[src/rtl/mau_pkg.sv]
package mau_pkg;
    typedef enum logic [1:0] {
        OP_LDW = 2'b00,
        OP_STW = 2'b01,
        OP_LDB = 2'b10,
        OP_STB = 2'b11
    } mau_op_e;

    localparam int BYTE_W = 8;
endpackage

[src/rtl/mau_addr_gen.sv]
module mau_addr_gen #(
    parameter int ADDR_W = 32,
    parameter int OFF_W  = 16
) (
    input  logic [ADDR_W-1:0] base_addr,
    input  logic [OFF_W-1:0]  offset,
    output logic [ADDR_W-1:0] eff_addr
);
    localparam int EXT_W = ADDR_W - OFF_W;

    logic [ADDR_W-1:0] off_ext;

    always_comb begin
        off_ext  = {{EXT_W{offset[OFF_W-1]}}, offset};
        eff_addr = base_addr + off_ext;
    end
endmodule

[src/rtl/mau_store_align.sv]
module mau_store_align #(
    parameter int DATA_W = 32,
    parameter int LANES  = DATA_W / 8,
    parameter int LANE_W = $clog2(LANES)
) (
    input  logic              is_byte,
    input  logic [LANE_W-1:0] lane,
    input  logic [DATA_W-1:0] src,
    output logic [LANES-1:0]  be,
    output logic [DATA_W-1:0] wdata
);
    for (genvar i = 0; i < LANES; i++) begin : g_lane
        // Big-endian: address lane L drives enable bit LANES-1-L
        localparam logic [LANE_W-1:0] MY_LANE = LANE_W'(LANES - 1 - i);
        always_comb begin
            be[i]          = is_byte ? (lane == MY_LANE) : 1'b1;
            wdata[8*i +: 8] = is_byte ? src[7:0] : src[8*i +: 8];
        end
    end
endmodule

[src/rtl/mau_load_align.sv]
module mau_load_align #(
    parameter int DATA_W = 32,
    parameter int LANES  = DATA_W / 8,
    parameter int LANE_W = $clog2(LANES)
) (
    input  logic              valid,
    input  logic              is_byte,
    input  logic [LANE_W-1:0] lane,
    input  logic [DATA_W-1:0] word,
    output logic [DATA_W-1:0] result
);
    logic [LANE_W-1:0] pos;
    logic [7:0]        sel_byte;

    always_comb begin
        pos      = LANE_W'(LANES - 1) - lane;
        sel_byte = word[8*pos +: 8];
        if (!valid) begin
            result = '0;
        end else if (is_byte) begin
            result = {{(DATA_W-8){sel_byte[7]}}, sel_byte};
        end else begin
            result = word;
        end
    end
endmodule

[src/rtl/bemem_access_unit.sv]
module bemem_access_unit
    import mau_pkg::*;
#(
    parameter int ADDR_W = 32,
    parameter int DATA_W = 32,
    parameter int OFF_W  = 16
) (
    input  logic              clk,
    input  logic              rst_n,
    input  logic              req_valid,
    input  logic [1:0]        req_op,
    input  logic [ADDR_W-1:0] base_addr,
    input  logic [OFF_W-1:0]  offset,
    input  logic [DATA_W-1:0] store_data,
    output logic              mem_req,
    output logic              mem_we,
    output logic [DATA_W/8-1:0] mem_be,
    output logic [ADDR_W-1:0] mem_addr,
    output logic [DATA_W-1:0] mem_wdata,
    input  logic [DATA_W-1:0] mem_rdata,
    output logic              misaligned,
    output logic              load_valid,
    output logic [DATA_W-1:0] load_data
);
    localparam int LANES  = DATA_W / 8;
    localparam int LANE_W = $clog2(LANES);

    typedef struct packed {
        logic              pend;
        logic              is_byte;
        logic [LANE_W-1:0] lane;
    } ld_state_t;

    mau_op_e           op;
    logic [ADDR_W-1:0] eff_addr;
    logic [LANE_W-1:0] lane;
    logic              is_byte;
    logic              is_store;
    ld_state_t         st_d, st_q;

    mau_addr_gen #(.ADDR_W(ADDR_W), .OFF_W(OFF_W)) u_agen (
        .base_addr (base_addr),
        .offset    (offset),
        .eff_addr  (eff_addr)
    );

    always_comb begin
        op         = mau_op_e'(req_op);
        is_byte    = (op == OP_LDB) || (op == OP_STB);
        is_store   = (op == OP_STW) || (op == OP_STB);
        lane       = eff_addr[LANE_W-1:0];
        misaligned = req_valid && !is_byte && (lane != '0);
        mem_req    = req_valid && !misaligned;
        mem_we     = mem_req && is_store;
        mem_addr   = {eff_addr[ADDR_W-1:LANE_W], {LANE_W{1'b0}}};
    end

    mau_store_align #(.DATA_W(DATA_W)) u_st (
        .is_byte (is_byte),
        .lane    (lane),
        .src     (store_data),
        .be      (mem_be),
        .wdata   (mem_wdata)
    );

    always_comb begin
        st_d         = st_q;
        st_d.pend    = mem_req && !is_store;
        if (mem_req && !is_store) begin
            st_d.is_byte = is_byte;
            st_d.lane    = lane;
        end
    end

    always_ff @(posedge clk) begin
        if (!rst_n) begin
            st_q <= '0;
        end else begin
            st_q <= st_d;
        end
    end

    assign load_valid = st_q.pend;

    mau_load_align #(.DATA_W(DATA_W)) u_ld (
        .valid   (st_q.pend),
        .is_byte (st_q.is_byte),
        .lane    (st_q.lane),
        .word    (mem_rdata),
        .result  (load_data)
    );
endmodule

[config.mk]
export PLATFORM = sky130hd
export DESIGN_NAME = bemem_access_unit
export DESIGN_NICKNAME = d
export VERILOG_FILES = /design/src/rtl/mau_pkg.sv /design/src/rtl/mau_addr_gen.sv /design/src/rtl/mau_store_align.sv /design/src/rtl/mau_load_align.sv /design/src/rtl/bemem_access_unit.sv
export SDC_FILE = /design/constraint.sdc
export NUM_CORES = 1
export LEC_CHECK = 0
export ABC_AREA = 1
export BUFFER_PORTS_ARGS = -buffer_cell sky130_fd_sc_hd__buf_2
export CAP_MARGIN = 20
export CORE_MARGIN = 8
export CORE_UTILIZATION = 41
export DETAILED_ROUTE_END_ITERATION = 8
export GPL_ROUTABILITY_DRIVEN = 0
export PLACE_DENSITY = 0.78
export SYNTH_ARGS = -nofsm -noshare
export SYNTH_HDL_FRONTEND = slang
export SYNTH_HIERARCHICAL = 1
export SYNTH_SLANG_ARGS = --single-unit
[constraint.sdc]
create_clock -name clk -period 2 [get_ports clk]
set_input_delay 0.4 -clock clk [delete_from_list [all_inputs] [get_ports clk]]
set_output_delay 0.4 -clock clk [all_outputs]
set_load 0.01 [all_outputs]
==> impl.org <==
** Min path
- The startpoint identified for the worst hold timing path is rst_n.
- Counting instances, the worst hold path has a depth of 3.
- The tightest min-delay check is of the primary input to register type.
- The path with the worst hold slack has its endpoint at load_valid$_SDFF_PN0_.

** CTS
- No sink is reached through more buffers than the 2 on the longest clock path.
- For this design, the CTS-stage hold fixing added 0 buffers.
- TritonCTS built the clock tree.
- The later pin in the worst-skew pair is clocked with a latency of 220 ps.
- Buffers inserted during clock tree synthesis total 3.
- CTS built an H-tree with a depth of 1.
- Cell chosen for the clock root :: clkbuf_8
- After clock tree synthesis, the clock-pin slew on the worst setup and hold paths is 30 ps.
- Number of clock sinks seen by CTS :: 4

** Worst setup path
- Arrival time reported for the critical path endpoint :: 2000 ps
- In this design, the stage delay of the slowest critical-path cell is approximately 320 ps.
- In this run the critical register-to-register path is launched from st_q[2]$_SDFFE_PN0P_.
- The number of cells on the worst reg-to-reg path is 2.
- In this run the register-to-register setup slack is about 1200 ps.
- Worst setup path class :: primary input to primary output
- Walking the worst path, the cells encountered are buf_16 -> ha_4 -> nand2_2 -> inv_1 -> nand2_1 -> nor3_4 -> nand2_4 -> nand2_2 -> xor2_1 -> buf_2.
- The worst setup path is captured at a primary output.
- Element type at the critical path start :: primary input
- Critical path fanouts, max :: 8
- The cell that appears most often on the critical path is nand2_2.
- The endpoint identified for the worst register-to-register timing path is st_q[2]$_SDFFE_PN0P_.
- Broken down by cell family, the worst path's largest delay share belongs to simple AND/OR/NAND/NOR gates.
- Counting both buffers and inverters, the worst setup path holds a total of 3.
- Data on the critical path is required at its endpoint by ~1600 ps.
- Among all stages on the critical path, the largest delay is contributed by ha_4.

** Power and ir drop
- Pwr dens :: 380.9 mW/mm2
- Cell-internal power :: 0.001191 W
- The share of total power dissipated in sequential elements is 3.9%.
- Worst ir drop on vdd :: 0.2664 mV
- In this run, the combinational gates consume between 80% and 90% of the power.
- Net switching is 53.53% of the power.
- In this run the power spent charging and discharging nets is 0.001372 W.
- Overall power consumption after layout is estimated at between 0.002 and 0.003 W.
- The clock network accounts for 6.6% of the total power.
- Summed over all cells, the static leakage comes to 4.012 nW.

** Logic synthesis
- The synthesized netlist contains 30 unique library cells.
- The cell count after synthesis came out at ~750.
- Warning count from the yosys run :: 6
- Async SR Flop Fraction :: 0%
- Average footprint of a synthesized cell :: between 4 and 5 um2
- Counting flops with a built-in enable in the synthesized netlist gives 0.
- The most used flip-flop cell after synthesis is dfxtp_1.
- After synthesis the cells add up to approximately 0.0037 mm2.
- Synthesis-stage register bit count :: 4
- Share of the yosys chip area belonging to registers :: 2.172%

** Timing
- For this run, the top clock speed supported by timing is roughly 420 MHz.
- Setup-failing EPs final :: 33
- Final Hold Fails :: 0
- Hold timing on the final database bottoms out at a slack of 441.0 ps.
- After layout, the worst setup slack is -396.7 ps.
- In the finished design, the share of the clock period the worst path needs comes to 119.8%.
- Final Slew Violations :: 0
- On the final layout, the worst clock skew is 0 ps.
- Final critical delay including setup and external delays :: 2397 ps
- Setup repair after global routing missed its margin :: yes

** Global routing
- The first global-routing pass estimated 26,740 um of wire.
- GRT Resource Usage Total :: around a quarter
- Entering global routing, the biggest net connects 26 pins.
- Vias in the first global route :: 5,573
- Antenna violations before repair :: 0
- Overflow after GRT :: 0

** Drt
- Number of remaining DRC errors :: 0
- For this block, the routed nets add up to 21,850 um of wire.
- After detailed routing, the average wire length per cell comes to 19.28 um.
- Dividing the detail-routed via count by the number of cells gives between 5 and 6.
- Detailed routing placed a total of between 2000 and 2500 um of wire on met3.
- In the detailed route, the total length drawn on met2 is 10,180 um.
- Count of vias placed by the detailed router :: 6,421
- Count of TritonRoute iterations in the first routing pass :: 6
- The first routing iteration left 787 violations.
- The detailed router used layers up to and including met4.
- M1 WL :: 7675 um
- Once detail routing completed, the nets flagged for antenna violations numbered 0.

** Status
- The flow ran to the end, but the final reports show violations.
- Violated checks :: setup timing

** Finish
- The filler cells instantiated in the layout total 571.
- After the last flow step, the layout net total stands at 1,176.
- The area growth from synthesis to layout is 82.46%.
- Antenna cell count :: 0
- Post-Layout Inst Area :: 0.006728 mm2
- Share of cells above drive strength 1 :: between 50% and 60%
- Measured on the finished design, the core utilization comes to between 70 and 80%.

** Die
- The initialized floorplan defines 34 standard-cell rows.
- The floorplan step defined a die boundary enclosing 0.01228 mm2.
- Initial core utilization :: between 40% and 50%
- The core region is about 0.0087 mm2.
- 221 I/O pins were placed.
- Die span in y :: 110.8 um
- From left edge to right edge, the die measures 110.8 um.

** Placed design
- Input/output buffers :: 218
- Summed over all nets, the half-perimeter wirelength after detailed placement is between 10,000 and 15,000 um.
- Dpl cell area :: 0.005166 mm2

** Flow run
- The tool flagged a number of max-cap violations equal to 0.
-- power groups by stage --
stage | Clock, W | Sequential (W) | Combinational [W]
global placement | 0 | 0.0000992 | 0.00152
CTS | 0.000173 | 0.0000982 | 0.00182
floorplan | 0 | 0.0000905 | 0.000920
global route | 0.000181 | 0.000100 | 0.00241
finish | 0.000168 | 0.0000993 | 0.00230
detailed placement | 0 | 0.0000990 | 0.00154
-- cells in the final DEF, fill, tap and decap left out, types with 26 or more instances in the layout --
| cell | count |
|---|---|
| nand2_2 | 75 |
| nand3_1 | 27 |
| a21oi_2 | 32 |
| nand2_1 | 267 |
| nor2_1 | 27 |
| buf_2 | 184 |
| ha_4 | 30 |
| inv_1 | 108 |
| buf_4 | 63 |
| buf_6 | 43 |
| nand2_4 | 26 |
-- cell usage after synthesis (3+ instances only) --
| cell type | n | area share, % |
|---|---|---|
| a21oi_1 | 32 | 4.3 |
| a21oi_2 | 21 | 5.0 |
| buf_2 | 4 | 0.54 |
| buf_4 | 12 | 2.4 |
| buf_6 | 5 | 1.5 |
| dfxtp_1 | 4 | 2.2 |
| ha_1 | 31 | 11 |
| inv_1 | 129 | 13 |
| inv_2 | 7 | 0.71 |
| nand2_1 | 354 | 36 |
| nand2_2 | 16 | 2.7 |
| nand3_1 | 38 | 5.2 |
| nand3_2 | 6 | 1.6 |
| nand4_1 | 6 | 1.0 |
| nor2_1 | 43 | 4.4 |
| nor2_2 | 3 | 0.51 |
| nor3_1 | 3 | 0.41 |
| o21ai_0 | 8 | 1.1 |
| xor2_1 | 14 | 3.3 |
-- how the worst max path moves through the flow --
stage	from	endpoint	cells past startpoint
finish	offset[15]	mem_addr[16]	10
floorplan	offset[0]	mem_addr[28]	12
global placement	offset[15]	mem_addr[27]	11
detailed placement	offset[15]	mem_addr[28]	11
global route	offset[15]	mem_addr[28]	13
CTS	base_addr[0]	mem_addr[28]	14
-- routing by layer --
layer | global-route usage (%) | vias to the layer above
li1 | - | 2811
met1 | 28.42 | 2835
met2 | 45.07 | 591
met3 | 5.141 | 184
met4 | 9.820 | 0
met5 | 0 | -
-- cells by family (layout without fill, tap and decap cells) --
family | after synthesis | in the layout | share of synthesized area, %
adders and majority gates | 32 | 32 | 11.06
buffers and inverters | 162 | 434 | 18.90
AOI/OAI and AO/OA | 64 | 64 | 11.03
and+or+nand+nor | 473 | 473 | 52.94
xor gates and xnor gates | 16 | 16 | 3.801
other | 1 | 2 | 0.1017
DFF | 4 | 4 | 2.172
-- area by class of cell --
cell class / count / area [um2] / area share [%]
multi-input combinational: 587 / 3966 / 58.95
tap: 108 / 135.1 / 2.009
timing repair buffer: 295 / 1978 / 29.40
clock buffer: 3 / 41.29 / 0.6137
sequential: 4 / 81.33 / 1.209
inverter: 136 / 525.5 / 7.811
-- worst reg2reg max path, cell delays in order (launching register included) --
cell and delay (ps):
dfxtp_1 550, inv_1 80, a21oi_1 140
-- sequential cells by signal (all words and copies together), names as in the netlist --
name and cells:
st_q 3, load_valid 1
-- stage by stage --
stage	worst slack (ps)	instances	TNS, ps
global route	-461.6	1133	-8294
finish	-396.7	1133	-6885
global placement	-343.0	1108	-6142
detailed placement	-361.1	1108	-6461
CTS	-249.0	1123	-3307
floorplan	-14.58	753	-14.58
-- repair_timing --
item,4_1_cts,5_1_grt
gates resized for setup,136,163
pin swaps,49,80
cloned,1,0
setup buffers,12,14
endpoints found under the setup margin,36,39
Note: power is estimated with default switching activity, not from simulation.
